`src/rtl/wdt_pkg.sv`:
```
// Package: shared mode encoding and the clear key for the keyed watchdog.
// Assumes an 8-bit key; wider data buses zero-extend it.
package wdt_pkg;
    typedef enum logic [1:0] {
        WDT_OFF     = 2'b00,
        WDT_AWAKE   = 2'b01,
        WDT_ALWAYS  = 2'b10,
        WDT_ALWAYS2 = 2'b11
    } wdt_mode_e;

    localparam logic [7:0] WDT_KEY = 8'h5A;
endpackage

```
`src/rtl/wdt_key_match.sv`:
```
// Module: recognises a write of the clear key to the clear address.
// Assumes write fields are valid in the cycle wr_en is high; purely combinational.
module wdt_key_match #(
    parameter int              AW       = 4,
    parameter int              DW       = 8,
    parameter logic [AW-1:0]   CLR_ADDR = '0,
    parameter logic [7:0]      KEY      = 8'h5A
) (
    input  logic          wr_en,
    input  logic [AW-1:0] wr_addr,
    input  logic [DW-1:0] wr_data,
    output logic          clr_hit
);
    localparam logic [DW-1:0] KEY_EXT = DW'(KEY);

    // Purpose: flag an exact key write to the clear register.
    always_comb begin
        clr_hit = wr_en && (wr_addr == CLR_ADDR) && (wr_data == KEY_EXT);
    end
endmodule

```
`src/rtl/wdt_gate.sv`:
```
// Module: turns mode, sleep and the slow tick into count controls.
// Assumes mode is a static or slowly changing strap; no software path alters it.
module wdt_gate
    import wdt_pkg::*;
(
    input  logic [1:0] mode,
    input  logic       sleep,
    input  logic       tick_en,
    output logic       hold_zero,
    output logic       advance
);
    // Purpose: decode the operating mode into hold and advance strobes.
    always_comb begin
        hold_zero = 1'b0;
        advance   = 1'b0;
        unique case (wdt_mode_e'(mode))
            WDT_OFF:    hold_zero = 1'b1;
            WDT_AWAKE:  advance   = tick_en && !sleep;
            default:    advance   = tick_en;
        endcase
    end
endmodule

```
`src/rtl/wdt_count.sv`:
```
// Module: watchdog period counter with a registered one-cycle overflow pulse.
// Assumes PERIOD >= 2. Priority: reset, hold, key clear, advance.
module wdt_count #(
    parameter int PERIOD = 256,
    localparam int CW    = (PERIOD > 2) ? $clog2(PERIOD) : 1
) (
    input  logic          clk,
    input  logic          rst_n,
    input  logic          hold_zero,
    input  logic          clr_hit,
    input  logic          advance,
    output logic [CW-1:0] count,
    output logic          fire
);
    localparam bit POW2 = (PERIOD == (1 << CW));

    logic at_term;

    // Purpose: pick the cheapest terminal detect for this period.
    generate
        if (POW2) begin : g_pow2
            always_comb at_term = &count;
        end else begin : g_cmp
            always_comb at_term = (count == CW'(PERIOD - 1));
        end
    endgenerate

    // Purpose: advance, clear or wrap the count and register the pulse.
    always_ff @(posedge clk) begin
        if (!rst_n) begin
            count <= '0;
            fire  <= 1'b0;
        end else if (hold_zero || clr_hit) begin
            count <= '0;
            fire  <= 1'b0;
        end else if (advance && at_term) begin
            count <= '0;
            fire  <= 1'b1;
        end else begin
            if (advance) count <= count + 1'b1;
            fire <= 1'b0;
        end
    end
endmodule

```
`src/rtl/keyed_wdt.sv`:
```
// Module: keyed watchdog top. Counts slow ticks and requests a system reset
// on overflow unless the key byte is written to the clear register first.
// Assumes tick_en is already synchronous to clk and one cycle wide.
module keyed_wdt
    import wdt_pkg::*;
#(
    parameter int            PERIOD   = 256,
    parameter int            AW       = 4,
    parameter int            DW       = 8,
    parameter logic [AW-1:0] CLR_ADDR = AW'(3),
    localparam int           CW       = (PERIOD > 2) ? $clog2(PERIOD) : 1
) (
    input  logic          clk,
    input  logic          rst_n,
    input  logic          tick_en,
    input  logic          wr_en,
    input  logic [AW-1:0] wr_addr,
    input  logic [DW-1:0] wr_data,
    input  logic          sleep,
    input  logic [1:0]    mode,
    output logic          rst_req
);
    logic          clr_hit;
    logic          hold_zero;
    logic          advance;
    logic [CW-1:0] cnt_q;

    wdt_key_match #(
        .AW(AW), .DW(DW), .CLR_ADDR(CLR_ADDR), .KEY(WDT_KEY)
    ) u_key (
        .wr_en(wr_en), .wr_addr(wr_addr), .wr_data(wr_data), .clr_hit(clr_hit)
    );

    wdt_gate u_gate (
        .mode(mode), .sleep(sleep), .tick_en(tick_en),
        .hold_zero(hold_zero), .advance(advance)
    );

    wdt_count #(.PERIOD(PERIOD)) u_cnt (
        .clk(clk), .rst_n(rst_n), .hold_zero(hold_zero), .clr_hit(clr_hit),
        .advance(advance), .count(cnt_q), .fire(rst_req)
    );
endmodule

```
`config.mk`:
```
export PLATFORM = sky130hd
export DESIGN_NAME = keyed_wdt
export DESIGN_NICKNAME = d
export VERILOG_FILES = /design/src/rtl/wdt_pkg.sv /design/src/rtl/wdt_key_match.sv /design/src/rtl/wdt_gate.sv /design/src/rtl/wdt_count.sv /design/src/rtl/keyed_wdt.sv
export SDC_FILE = /design/constraint.sdc
export NUM_CORES = 1
export LEC_CHECK = 0
export BUFFER_PORTS_ARGS = -buffer_cell sky130_fd_sc_hd__buf_2
export CAP_MARGIN = 40
export CORE_AREA = 2 2 39 41
export DETAILED_ROUTE_END_ITERATION = 6
export DIE_AREA = 0 0 41 43
export PLACE_DENSITY = 0.7
export SYNTH_ARGS = -nofsm -noshare
export SYNTH_HDL_FRONTEND = slang
export SYNTH_SLANG_ARGS = --single-unit
```
`constraint.sdc`:
```
create_clock -name clk -period 1.65 [get_ports clk]
set_input_delay 0.33 -clock clk [delete_from_list [all_inputs] [get_ports clk]]
set_output_delay 0.33 -clock clk [all_outputs]
set_load 0.02 [all_outputs]
```
==> summary.md <==
| Metric | Value |
|---|---|
| #FFs+latches synth | `9` |
| Worst path top cell family by delay | `simple AND/OR/NAND/NOR gates` |
| CP bufs+invs | `1` |
| Ys Warns | `0` |
| Vias in the first global route | `439` |
| CP Capture Type | `flop` |
| Non-filler cells, final | `91` |
| Clock Path Buffers | `2` |
| Rows | `14` |
| Final setup fails | `0` |
| Top cells by area, synth | `dfxtp_1 37%, xor2_1 11%, nor2_1 6.2%, o2111ai_1 5.4%, o211ai_1 4.7%` |
| Post-synth top area cell | `dfxtp_1` |
| CP max-delay cell | `or4_4` |
| CTS H-tree depth | `1` |
| Initial Utilization | `34.90%` |
| Sequential area share after synthesis | `37.31%` |
| Achievable frequency | `657.8 MHz` |
| Port buffer count | `19` |
| N_diodes | `0` |
| Met2 Resource Use GR | `20.00%` |
| Clock tree sinks | `9` |
| DR iter-0 viols | `2` |
| Post-Syn Area | `483.0 um^2` |
| Synth Instances | `53` |
| Setup Skew | `4.844 ps` |
| CTS tree | `done` |
| Die area | `1763 um^2` |
| Post-CTS Setup Inserts | `0` |
| Placed cells | `87` |
| IO Count | `20` |
| Worst Tran Pin Value | `343.1 ps` |
| Largest net degree at the start of global routing | `10` |
| Nature of the critical path startpoint | `primary input` |
| Pleak | `0.2678 nW` |
| Post-DRT Antenna Nets | `0` |
| WL/cell | `10.63 um` |
| Met3 usage in global routing | `4.712%` |
| Area of the multi-input gates | `295.3 um^2` |
| Via count | `466` |
| Netlist cell types | `22` |
| Commonest non-fill, non-tap cell in the layout | `buf_2` |
| GRT Total Usage | `14.08%` |
| Core Area | `1384 um^2` |
| Area grow syn2layout | `29.27%` |
| Initial DRT Pass Iterations | `2` |
| Tcrit/Tclk final | `92.14%` |
| Fin area | `624.3 um^2` |
| Layout cells sized above 1 | `36.00%` |
| Max IR drop VDD | `372.5 uV` |
| Worst hold path class | `primary input to flop` |
| Fin. max-slew vios | `0` |
| Routability cong. | `0.7161` |
| CTS Buf Count | `3` |
| Remaining global-route overflow | `0` |
| Die Span Y | `43 um` |
| Filler cell count | `133` |
| Max_slew headroom | `76.88%` |
| Initial antenna violation count | `0` |
| Power per Cell Area | `697.1 nW/um^2` |
| Cells along the critical path | `buf_2 > or4b_1 > or4_4 > nand2b_2 > nor2_1` |
| First-pass GRT wire length | `1656 um` |
| Yosys top cell area share | `37.31%` |
| Residual DRC | `0` |
| WP data arrival | `1660 ps` |
| Slowest stage delay, CP | `540 ps` |
| Most frequent cells in the layout | `19 x buf_2, 9 x dfxtp_1, 8 x nor2_1` |
| Period minus WS final | `1520 ps` |
| Fin. Hold Viols | `0` |
| Grt met1 use | `16.83%` |
| Layout Nets | `96` |
| Vias/cell | `5.121` |
| Worst hold slack | `437.8 ps` |
| PostCTS Resize Cnt | `0` |
| Synth Net Count | `73` |
| Post-placement cell area | `598.1 um^2` |
| Status | `completed` |
| Clk slew on worst S/H paths | `50 ps` |
| Hold-fix buffers, CTS | `0` |
| DP HPWL | `801.4 um` |
| Syn Area/Cell | `9.113 um^2` |
| Most Used Layer, Global Route | `met2` |
| Worst Path Required | `1790 ps` |
| Routed Wire Length | `967 um` |
| Die W | `41 um` |
| Register area | `180.2 um^2` |
| Number of max-cap violations | `0` |
| CTS Root Buffer Type | `clkbuf_4` |
| Clk_lat worst skew | `260 ps` |
| Unrepaired setup endpoints after global routing | `no` |
| CP Max Fanout | `5` |
| Crit path kind | `primary input to flop` |
registers in the layout, summed over array words and instances (netlist names):
name         flops
u_cnt.fire       1
u_cnt.count      8
cells by family (layout without fill, tap and decap cells):
family	count (synthesis)	count (layout)	share of synthesized area [%]
fa+ha+maj	1	1	2.590
mux	1	1	2.073
buf+inv	2	24	1.555
compound gates	12	12	16.84
xor+xnor	6	6	10.88
simple gates	22	22	28.76
flops	9	9	37.31
cells in the mapped netlist, drive strengths merged:
cell type	instances
nor2	8
and3	2
xor2	6
or4	1
dfxtp	9
o2111ai	3
nand3b	1
ha	1
nand2b	1
o21ai	3
and4	2
nand2	2
a21oi	2
or3	1
or3b	1
clkbuf	2
nor2b	1
nand4b	1
o31ai	1
o211ai	3
mux2i	1
or4b	1
area by class of cell:
cell class | count | share of cell area, %
well taps | 16 | 3.206
clock buffers | 4 | 4.208
multi-input cells | 42 | 47.29
repair buffers | 20 | 16.43
flip-flops and latches | 9 | 28.86
stage by stage:
stage	utilization [%]	total power [mW]	TNS [ps]	setup WS, ps
6_report	45.12	0.4352	0	129.7
5_1_grt	45.12	0.4609	0	73.25
4_1_cts	45.12	0.4426	0	127.9
3_5_place_dp	43.22	0.2763	-1223	-145.0
3_3_place_gp	43.22	0.2748	-1209	-148.8
2_1_floorplan	-	0.2494	0	3.309
path summary, 6_finish.rpt:
check / slack [ps] / end / startpoint / depth (start not counted)
max reg2reg: 310 / u_cnt.count[5]$_SDFFE_PP0P_ / u_cnt.count[0]$_SDFFE_PP0P_ / 5
max: 130 / u_cnt.fire$_SDFF_PP0_ / wr_addr[3] / 5
min: 440 / u_cnt.fire$_SDFF_PP0_ / tick_en / 3
min reg2reg: 490 / u_cnt.count[7]$_SDFFE_PP0P_ / u_cnt.count[7]$_SDFFE_PP0P_ / 2
worst min-delay path: stages:
cell	delay (ps)
buf_2	130
o2111ai_1	130
nor2_1	50
per-layer routing:
layer	up-vias	wire length, um	share of wire (%)
li1	242	-	-
met3	2	57	5.9
met2	21	420	43
met5	-	0	0
met1	201	469	49
met4	0	19	2.0
power by group:
part,internal [mW],total (mW),switching [mW],leakage [nW]
registers,0.220,0.223,0.00349,0.0727
logic,0.0263,0.0478,0.0214,0.180
clock network,0.0928,0.164,0.0712,0.0150
No activity file was read; power rests on OpenSTA's default activity.
